[src/rtl/lg_pkg.sv]
package lg_pkg;

    localparam int FAST_SAMPLE_CYC = 64;
    localparam int FAST_OFF_CYC    = 16;
    localparam int OFF_DIVISOR     = 100;   // 10 ms = clock rate / 100
    localparam int STRK_W          = 4;

    typedef enum logic [1:0] {
        PW_RUN   = 2'd0,
        PW_OFF   = 2'd1,
        PW_BLANK = 2'd2
    } pw_state_e;

    typedef struct packed {
        logic [STRK_W-1:0] streak;
        logic              pending;
        logic              blanking;
        logic              power_on;
        logic              sticky;
    } guard_status_t;

    function automatic int sample_cycles(int clk_hz, bit fast);
        return fast ? FAST_SAMPLE_CYC : clk_hz;
    endfunction

    function automatic int off_cycles(int clk_hz, bit fast);
        return fast ? FAST_OFF_CYC : clk_hz / OFF_DIVISOR;
    endfunction

endpackage

[src/rtl/lg_tick.sv]
module lg_tick #(
    parameter int PERIOD = 64
) (
    input  logic clk,
    input  logic rst,
    output logic tick
);
    localparam int TW = $clog2(PERIOD + 1);
    localparam logic [TW-1:0] LAST = TW'(PERIOD - 1);

    logic [TW-1:0] cnt;

    always_ff @(posedge clk) begin
        if (rst) begin
            cnt  <= '0;
            tick <= 1'b0;
        end else if (cnt == LAST) begin
            cnt  <= '0;
            tick <= 1'b1;
        end else begin
            cnt  <= cnt + 1'b1;
            tick <= 1'b0;
        end
    end

    p_tick_single_r2: assert property (@(posedge clk) disable iff (rst)
        tick |=> !tick);

endmodule

[src/rtl/lg_sampler.sv]
module lg_sampler
    import lg_pkg::*;
#(
    parameter int ADC_W      = 12,
    parameter int TRIP_COUNT = 3
) (
    input  logic              clk,
    input  logic              rst,
    input  logic              tick,
    input  logic              mon_en,
    input  logic [ADC_W-1:0]  thresh,
    input  logic              adc_done,
    input  logic [ADC_W-1:0]  adc_data,
    output logic              adc_start,
    output logic              trip_req,
    output logic [STRK_W-1:0] streak,
    output logic              pending
);
    localparam logic [STRK_W-1:0] LAST_STRK = STRK_W'(TRIP_COUNT - 1);

    logic [ADC_W-1:0] thr_q;
    logic             over;

    assign over = adc_data > thr_q;

    always_ff @(posedge clk) begin
        if (rst) begin
            adc_start <= 1'b0;
            trip_req  <= 1'b0;
            streak    <= '0;
            pending   <= 1'b0;
            thr_q     <= '0;
        end else begin
            adc_start <= 1'b0;
            trip_req  <= 1'b0;
            if (!mon_en) begin
                pending <= 1'b0;
                streak  <= '0;
            end else if (pending) begin
                if (adc_done) begin
                    pending <= 1'b0;
                    if (!over) begin
                        streak <= '0;
                    end else if (streak == LAST_STRK) begin
                        streak   <= '0;
                        trip_req <= 1'b1;
                    end else begin
                        streak <= streak + 1'b1;
                    end
                end
            end else if (tick && !trip_req) begin
                adc_start <= 1'b1;
                pending   <= 1'b1;
                thr_q     <= thresh;
            end
        end
    end

    p_start_pulse_r2: assert property (@(posedge clk) disable iff (rst)
        adc_start |=> !adc_start);
    p_start_idle_r2: assert property (@(posedge clk) disable iff (rst)
        (pending && !adc_start) |=> !adc_start);
    p_below_clears_r3: assert property (@(posedge clk) disable iff (rst)
        (mon_en && pending && adc_done && (adc_data <= thr_q)) |=> (streak == '0));
    p_streak_bound_r4: assert property (@(posedge clk) disable iff (rst)
        streak <= LAST_STRK);
    p_spurious_ignored_r9: assert property (@(posedge clk) disable iff (rst)
        (mon_en && !pending && adc_done) |=> $stable(streak));

endmodule

[src/rtl/lg_power_seq.sv]
module lg_power_seq
    import lg_pkg::*;
#(
    parameter int OFF_CYC = 16
) (
    input  logic       clk,
    input  logic       rst,
    input  logic       tick,
    input  logic       trip_req,
    input  logic [3:0] blank_ticks,
    output logic       power_en,
    output logic       trip_pulse,
    output logic       mon_en,
    output logic       blanking
);
    localparam int OFF_W = $clog2(OFF_CYC + 1);
    localparam logic [OFF_W-1:0] OFF_LAST = OFF_W'(OFF_CYC - 1);

    pw_state_e        state;
    logic [OFF_W-1:0] off_cnt;
    logic [3:0]       blank_left;
    logic [OFF_W:0]   low_run;

    assign mon_en   = (state == PW_RUN);
    assign blanking = (state == PW_BLANK);

    always_ff @(posedge clk) begin
        if (rst) begin
            state      <= PW_RUN;
            power_en   <= 1'b1;
            trip_pulse <= 1'b0;
            off_cnt    <= '0;
            blank_left <= '0;
        end else begin
            trip_pulse <= 1'b0;
            unique case (state)
                PW_RUN: begin
                    if (trip_req) begin
                        state      <= PW_OFF;
                        power_en   <= 1'b0;
                        trip_pulse <= 1'b1;
                        off_cnt    <= '0;
                    end
                end
                PW_OFF: begin
                    if (off_cnt == OFF_LAST) begin
                        state      <= PW_BLANK;
                        power_en   <= 1'b1;
                        blank_left <= blank_ticks;
                    end else begin
                        off_cnt <= off_cnt + 1'b1;
                    end
                end
                PW_BLANK: begin
                    if (blank_left == 4'd0) begin
                        state <= PW_RUN;
                    end else if (tick) begin
                        blank_left <= blank_left - 4'd1;
                    end
                end
                default: state <= PW_RUN;
            endcase
        end
    end

    // Independent length counter of the power-off window
    always_ff @(posedge clk) begin
        if (rst) begin
            low_run <= '0;
        end else if (!power_en) begin
            low_run <= low_run + 1'b1;
        end else begin
            low_run <= '0;
        end
    end

    p_trip_cuts_r4: assert property (@(posedge clk) disable iff (rst)
        trip_pulse |-> !power_en);
    p_trip_single_r4: assert property (@(posedge clk) disable iff (rst)
        trip_pulse |=> !trip_pulse);
    p_off_len_r5: assert property (@(posedge clk) disable iff (rst)
        $rose(power_en) |-> (low_run == (OFF_W+1)'(OFF_CYC)));
    p_run_powered_r6: assert property (@(posedge clk) disable iff (rst)
        mon_en |-> power_en);

endmodule

[src/rtl/lg_event_log.sv]
module lg_event_log #(
    parameter int CNT_W = 8
) (
    input  logic             clk,
    input  logic             rst,
    input  logic             trip_pulse,
    input  logic             clr,
    output logic [CNT_W-1:0] trip_count,
    output logic             sticky
);
    localparam logic [CNT_W-1:0] CNT_MAX = '1;

    always_ff @(posedge clk) begin
        if (rst) begin
            trip_count <= '0;
            sticky     <= 1'b0;
        end else if (clr) begin
            trip_count <= trip_pulse ? CNT_W'(1) : '0;
            sticky     <= trip_pulse;
        end else if (trip_pulse) begin
            sticky <= 1'b1;
            if (trip_count != CNT_MAX) begin
                trip_count <= trip_count + 1'b1;
            end
        end
    end

    p_count_sat_r8: assert property (@(posedge clk) disable iff (rst)
        (trip_pulse && !clr && trip_count == CNT_MAX) |=> (trip_count == CNT_MAX));
    p_count_hold_r8: assert property (@(posedge clk) disable iff (rst)
        (!trip_pulse && !clr) |=> ($stable(trip_count) && $stable(sticky)));
    p_clear_r8: assert property (@(posedge clk) disable iff (rst)
        (clr && !trip_pulse) |=> (trip_count == '0 && !sticky));

endmodule

[src/rtl/latchup_guard.sv]
module latchup_guard
    import lg_pkg::*;
#(
    parameter int CLK_HZ     = 100_000_000,
    parameter bit FAST_SIM   = 1'b0,
    parameter int ADC_W      = 12,
    parameter int TRIP_COUNT = 3,
    parameter int CNT_W      = 8
) (
    input  logic             clk,
    input  logic             rst,
    input  logic [ADC_W-1:0] thresh,
    input  logic [3:0]       blank_ticks,
    input  logic             clr_trip,
    input  logic             adc_done,
    input  logic [ADC_W-1:0] adc_data,
    output logic             adc_start,
    output logic             power_en,
    output logic             trip_pulse,
    output logic [CNT_W-1:0] trip_count,
    output logic [7:0]       status
);
    localparam int SAMPLE_CYC = sample_cycles(CLK_HZ, FAST_SIM);
    localparam int OFF_CYC    = off_cycles(CLK_HZ, FAST_SIM);

    logic              tick;
    logic              mon_en;
    logic              blanking;
    logic              trip_req;
    logic              pending;
    logic              sticky;
    logic [STRK_W-1:0] streak;
    guard_status_t     stat;

    lg_tick #(.PERIOD(SAMPLE_CYC)) u_tick (
        .clk  (clk),
        .rst  (rst),
        .tick (tick)
    );

    lg_sampler #(.ADC_W(ADC_W), .TRIP_COUNT(TRIP_COUNT)) u_sampler (
        .clk       (clk),
        .rst       (rst),
        .tick      (tick),
        .mon_en    (mon_en),
        .thresh    (thresh),
        .adc_done  (adc_done),
        .adc_data  (adc_data),
        .adc_start (adc_start),
        .trip_req  (trip_req),
        .streak    (streak),
        .pending   (pending)
    );

    lg_power_seq #(.OFF_CYC(OFF_CYC)) u_seq (
        .clk         (clk),
        .rst         (rst),
        .tick        (tick),
        .trip_req    (trip_req),
        .blank_ticks (blank_ticks),
        .power_en    (power_en),
        .trip_pulse  (trip_pulse),
        .mon_en      (mon_en),
        .blanking    (blanking)
    );

    lg_event_log #(.CNT_W(CNT_W)) u_log (
        .clk        (clk),
        .rst        (rst),
        .trip_pulse (trip_pulse),
        .clr        (clr_trip),
        .trip_count (trip_count),
        .sticky     (sticky)
    );

    always_comb begin
        stat.streak   = streak;
        stat.pending  = pending;
        stat.blanking = blanking;
        stat.power_on = power_en;
        stat.sticky   = sticky;
    end
    assign status = stat;

    p_no_start_off_r6: assert property (@(posedge clk) disable iff (rst)
        !power_en |-> !adc_start);
    p_no_start_blank_r6: assert property (@(posedge clk) disable iff (rst)
        blanking |-> !adc_start);

endmodule

[config.mk]
export PLATFORM = sky130hd
export DESIGN_NAME = latchup_guard
export DESIGN_NICKNAME = d
export VERILOG_FILES = /design/src/rtl/lg_pkg.sv /design/src/rtl/lg_tick.sv /design/src/rtl/lg_sampler.sv /design/src/rtl/lg_power_seq.sv /design/src/rtl/lg_event_log.sv /design/src/rtl/latchup_guard.sv
export SDC_FILE = /design/constraint.sdc
export NUM_CORES = 1
export LEC_CHECK = 0
export ABC_AREA = 1
export BUFFER_PORTS_ARGS = -buffer_cell sky130_fd_sc_hd__buf_2
export CAP_MARGIN = 20
export CORE_MARGIN = 2
export CORE_UTILIZATION = 60
export CTS_BUF_LIST = sky130_fd_sc_hd__clkbuf_4
export DETAILED_ROUTE_END_ITERATION = 6
export PLACE_DENSITY = 0.81
export SLEW_MARGIN = 10
export SYNTH_ARGS = -nofsm -noshare
export SYNTH_HDL_FRONTEND = slang
export SYNTH_SLANG_ARGS = --single-unit
[constraint.sdc]
create_clock -name clk -period 4.3 [get_ports clk]
set_input_delay 1.075 -clock clk [delete_from_list [all_inputs] [get_ports clk]]
set_output_delay 1.075 -clock clk [all_outputs]
set_load 0.02 [all_outputs]
== After elaboration in Yosys (flattened, before gate mapping) ==
Index checks and enable logic that the tools add are counted.
Word-level totals
  register bits after elaboration: 84
  bits of input ports: 32
  output and inout port bits: 19
  logic and storage cells: 83
Cells by class
  add/sub/neg operators: 5
  magnitude comparators: 1
  equal/unequal tests: 12
  muxes and demuxes: 28
  bitwise operators: 4
  reductions and logical operators: 19
Operators with widths (count)
  two-way mux 20 bit: 2
  one-hot mux 20 bit (2 select lines): 1
  adder 27 x 1 -> 27 bit (second input constant): 1
  equality test 27 bit (second input constant): 1
  two-way mux 8 bit: 3
  adder 20 x 1 -> 20 bit (second input constant): 1
  equality test 20 bit (second input constant): 1
  two-way mux 4 bit: 5
  greater-than comparator 12 bit: 1
  AND reduction 3 bit: 4
  two-way mux 1 bit: 11
  adder 8 x 1 -> 8 bit (second input constant): 1
  inequality test 8 bit (second input constant): 1
  one-hot mux 4 bit (2 select lines): 1
  nonzero test 2 bit: 4
  two-way mux 2 bit: 3
  inequality test 2 x 1 -> 1 bit (second input constant): 3
  inequality test 2 bit (second input constant): 3
  one-hot mux 2 bit (3 select lines): 1
  OR reduction 5 bit: 1
  adder 4 x 1 -> 4 bit (second input constant): 1
  equality test 4 x 2 -> 1 bit (second input constant): 1
  logical NOT 4 bit: 1
  inverter 1 bit: 4
  11 further kinds: 13

== Depth between registers and ports, before layout ==
  depth after elaboration: 4
  mapped depth: 11
  depth with buffers taken out: 11

== Cells and area by module ==
From an unflattened synthesis, not the netlist that was laid out.
Second synthesis, totals
  cells, all modules: 707
  area, all modules: 4818.4 um2
Modules (own cells, without submodules)
  lg_power_seq: times used 1, cells an instance 240, area an instance 1546.5 um2
  lg_tick: times used 1, cells an instance 230, area an instance 1483.9 um2
  lg_sampler: times used 1, cells an instance 147, area an instance 1181.1 um2
  lg_event_log: times used 1, cells an instance 86, area an instance 576.8 um2
  latchup_guard: times used 1, cells an instance 4, area an instance 30.0 um2

== Least setup slack after synthesis ==
Ideal clock, no wire load.
  path kind: input -> register
  start: in adc_data[11]
  end: reg u_sampler.streak[0]
  library setup time: 0.118 ns
  arrival: 1.980 ns
  required time: 4.182 ns
  setup slack: 2.202 ns
  stages on the path: 7
  path buffers: 0
  cell sequence: ha_1 -> nand2_1 -> nor2_1 -> and2_1 -> nand4_1 -> nand3_1 -> a21oi_1
On the way
  word-level cells in the longest chain between the ends: 2
Ends and longest elaborated chain
  start, declared: RTL line latchup_guard.sv:16  | input logic [ADC_W-1:0] adc_data,
  greater-than comparator 12 bit: RTL line lg_sampler.sv:24  | assign over = adc_data > thr_q;
  two-way mux 4 bit: RTL line lg_sampler.sv:42  | if (!over) begin
  end signal, assigned: RTL line lg_sampler.sv:48  | streak <= streak + 1'b1;
  end, declared: RTL line lg_sampler.sv:16  | output logic [STRK_W-1:0] streak,
Every way passes these cells.
A chain may end at the register's enable or synchronous reset.

== Final worst setup path ==
  start: reg u_seq.state[1]
  end: out status[2]
On the way
  word-level cells in the longest chain between the ends: 1
Ends and longest elaborated chain
  start, declared: RTL line lg_power_seq.sv:19  | pw_state_e state;
  start signal, assigned: RTL line lg_power_seq.sv:29  | state <= PW_RUN;
  start signal, assigned: RTL line lg_power_seq.sv:39  | state <= PW_OFF;
  start signal, assigned: RTL line lg_power_seq.sv:47  | state <= PW_BLANK;
  equality test 2 bit: RTL line lg_power_seq.sv:25  | assign blanking = (state == PW_BLANK);
  end, declared: RTL line latchup_guard.sv:21  | output logic [7:0] status
Every way passes these cells.

==> run_results.csv <==
group,metric,value,unit
clock_network,numClockSinks,84,
synthesis,synth_top_family_by_area,"simple AND/OR/NAND/NOR gates",
power,p_clk_share,36.3,%
timing,worst_pin_slew,895,ps
clock_network,cts_buffers,9,
worst_hold_path,hold_start,"u_sampler.thr_q[0]",
die,rows,32,
detailed_routing,drt-initial-drc-count,185,
synthesis,synth_top_area_share,35.1,%
power,p_int,994,uW
timing,slew-limit-headroom,40.1,%
power,vdd_drop_max,0.000217,V
synthesis,synth_cell_types,33,
synthesis,synth-compound-area-share,9.78,%
timing,grt_setup_unrepaired,"no",
global_route,antenna_found_initial,0,
synthesis,seq_area_frac_synth,35.1,%
die,fp.dieArea,8700,um2
worst_hold_path,min_to,"u_sampler.thr_q[0]",
detailed_routing,vias_per_cell,5.32,
power,pwr-share-comb,4.4,%
layout,finish.utilization,67.3,%
clock_network,cts_setup_buffers,0,
worst_hold_path,hold-path-cell-count,2,
clock_network,htree_num_levels,3,
die,die_w,93.3,um
layout,diodes,0,
timing,period_share,54.8,%
detailed_routing,ant_nets,0,
synthesis,synthAdderAreaFrac,4.71,%
timing,final-setup-viol-count,0,
clock_network,clockRootBuffer,"clkbuf_4",
timing,hold_viol,0,
global_route,grt_pass1_vias,4463,
die,start_util,61.9,%
detailed_routing,via_count,4673,
outcome,violations,"DRC",
detailed_routing,wl,10.6,mm
die,core_region_area,7730,um2
worst_hold_path,hold_path_class,"reg -> reg",
timing,drv_slew,0,
critical_path,critPathRequiredTime,3220,ps
clock_network,clock_latency,430,ps
global_route,grt_max_degree,34,
critical_path,worstSetupPathType,"reg -> out",
outcome,outcome,"complete, but fails checks",
critical_path,endpoint_kind,"output port",
synthesis,post_synth.cell_area_avg,6.58,um2
synthesis,yosys_warnings,0,
clock_network,clk_pin_slew,150,ps
synthesis,yosys.area_share.xor_xnor,2.75,%
synthesis,yosys.area.top_type,"dfxtp_1",
synthesis,yosys-top-cells-area,"dfxtp_1 (35%), nand2_1 (14%), nor2_1 (7.9%)",
detailed_routing,post_drt_wl_per_cell,12.1,um
die,die_h,93.3,um
die,ios,51,
critical_path,reg2reg_from,"u_seq.off_cnt[0]",
placement,place.detailed.hpwl,7.94,mm
critical_path,path_max_fanout,6,
layout,mostFrequentLayoutCells,"nand2_1 (183), nor2_1 (101), inv_1 (89)",
layout,mostFrequentLayoutCell,"nand2_1",
critical_path,r2r_setup_slack,2160,ps
detailed_routing,drt_pass1_iterations,7,
timing,fin_tns_setup,0,ps
placement,dpl_cell_area,5060,um2
power,p_sw_share,24.7,%
global_route,grt_use_total,26.1,%
global_route,grt_overflow,0,
layout,layout.nets,821,
global_route,grt_pass1_wl,18.7,mm
synthesis,synth-seq-cells,84,
layout,area_delta_synth_final,8.73,%
clock_network,cts_resized,0,
power,p_leak,0.00200,uW
synthesis,yosys_most_used_dff,"dfxtp_1",
placement,portBuffers,50,
run,maxCapViolations,0,
power,power_frac_seq,59.3,%
layout,drive_gt1_share,12.1,%
critical_path,timing.rr.end,"u_seq.off_cnt[14]",
layout,fin_area,5200,um2
clock_network,cts_buffer_depth,2,
detailed_routing,post-route-drc-count,1,
clock_network,ctsHoldBuffers,0,
clock_network,cts_tree,"done",
power,p_switching,327,uW
critical_path,arrival,1280,ps
synthesis,yosys.area_share.simple,37.9,%
critical_path,critPathLaunchType,"register",
power,totalPowerFinal,1320,uW
synthesis,synthCells,727,
critical_path,reg2regPathDepth,8,
timing,min_period,2350,ps
synthesis,synthMuxAreaShare,0,%
power,power_density,254,nW/um2
timing,worst_clock_skew,16.7,ps
synthesis,synth_nets,777,
synthesis,syn_area,4780,um2
synthesis,synth_edf_count,0,
synthesis,postSynth.asyncResetShare,0,%
placement,routabilityCongestion,0.919,
timing,max_clock_freq,425,MHz
## power groups by stage
| stage | logic, uW | registers [uW] | clock network (uW) |
|---|---|---|---|
| after global placement | 55.7 | 800 | 0 |
| after CTS | 58.1 | 783 | 489 |
| final | 58.5 | 783 | 479 |
| after floorplan | 35.2 | 800 | 0 |
| after global routing | 67.0 | 784 | 517 |
| after detailed placement | 57.8 | 800 | 0 |
## flip-flops by register name, summed over array words and instances (netlist names), 2 cells and up
| register | count |
|---|---|
| u_seq.state | 2 |
| u_sampler.streak | 4 |
| u_seq.blank_left | 4 |
| u_seq.off_cnt | 20 |
| u_sampler.thr_q | 12 |
| u_log.trip_count | 8 |
| u_tick.cnt | 27 |
## cell type report
cell class | instances | area (um2)
Tap cell | 102 | 128
Timing Repair Buffer | 52 | 265
Multi-Input combinational cell | 532 | 2640
Clock inverter | 6 | 71.3
Fill cell | 707 | 2520
Clock buffer | 10 | 75.1
Inverter | 92 | 345
Sequential cell | 84 | 1680
## metrics by stage
stage / instances / hold slack [ps] / setup WS, ps
global placement: 862 / 436 / 1800
global route: 878 / 493 / 1830
CTS: 878 / 476 / 1920
floorplan: 727 / 427 / 2200
finish: 878 / 470 / 1950
detailed placement: 862 / 449 / 1740
## cells by family after synthesis
group	count (synthesis)
and+or+nand+nor	408
buffers and inverters	111
AOI/OAI and AO/OA	91
DFF	84
adders and majority gates	18
xor gates and xnor gates	15
## layer usage
layer / track usage, % / routed length [um] / vias to the layer above
li1: - / - / 2415
met1: 31.1 / 4610 / 2115
met2: 45.4 / 5230 / 120
met3: 5.32 / 508 / 23
met4: 10.8 / 264 / 0
met5: 0 / 0 / -
## Yosys cell counts, types with 5 or more instances
cell type / instances
nor2_1: 101
inv_1: 89
nor2_2: 5
a21oi_1: 61
nand4_1: 16
o21ai_0: 25
nand3_2: 7
nand3_1: 54
clkbuf_1: 8
dfxtp_1: 84
xnor2_1: 7
nand2_1: 183
nor3_1: 16
xor2_1: 8
ha_1: 18
buf_4: 6
nand2_2: 6
nand3b_1: 9
## worst max-delay path, cell delays in order, from the launching register on
cell and delay [ps]:
dfxtp_1 380, nand2_1 140, inv_1 150, buf_2 190
## how the worst max path moves through the flow
stage	depth (start not counted)	endpoint	slack, ps	start
CTS	3	status[2]	1920	u_seq.state[1]
global route	4	status[2]	1830	u_seq.state[0]
detailed placement	5	u_tick.cnt[20]	1740	rst
finish	3	status[2]	1950	u_seq.state[1]
floorplan	7	u_sampler.streak[0]	2200	adc_data[11]
global placement	5	u_tick.cnt[20]	1800	rst
Note: power is estimated with default switching activity, not from simulation.
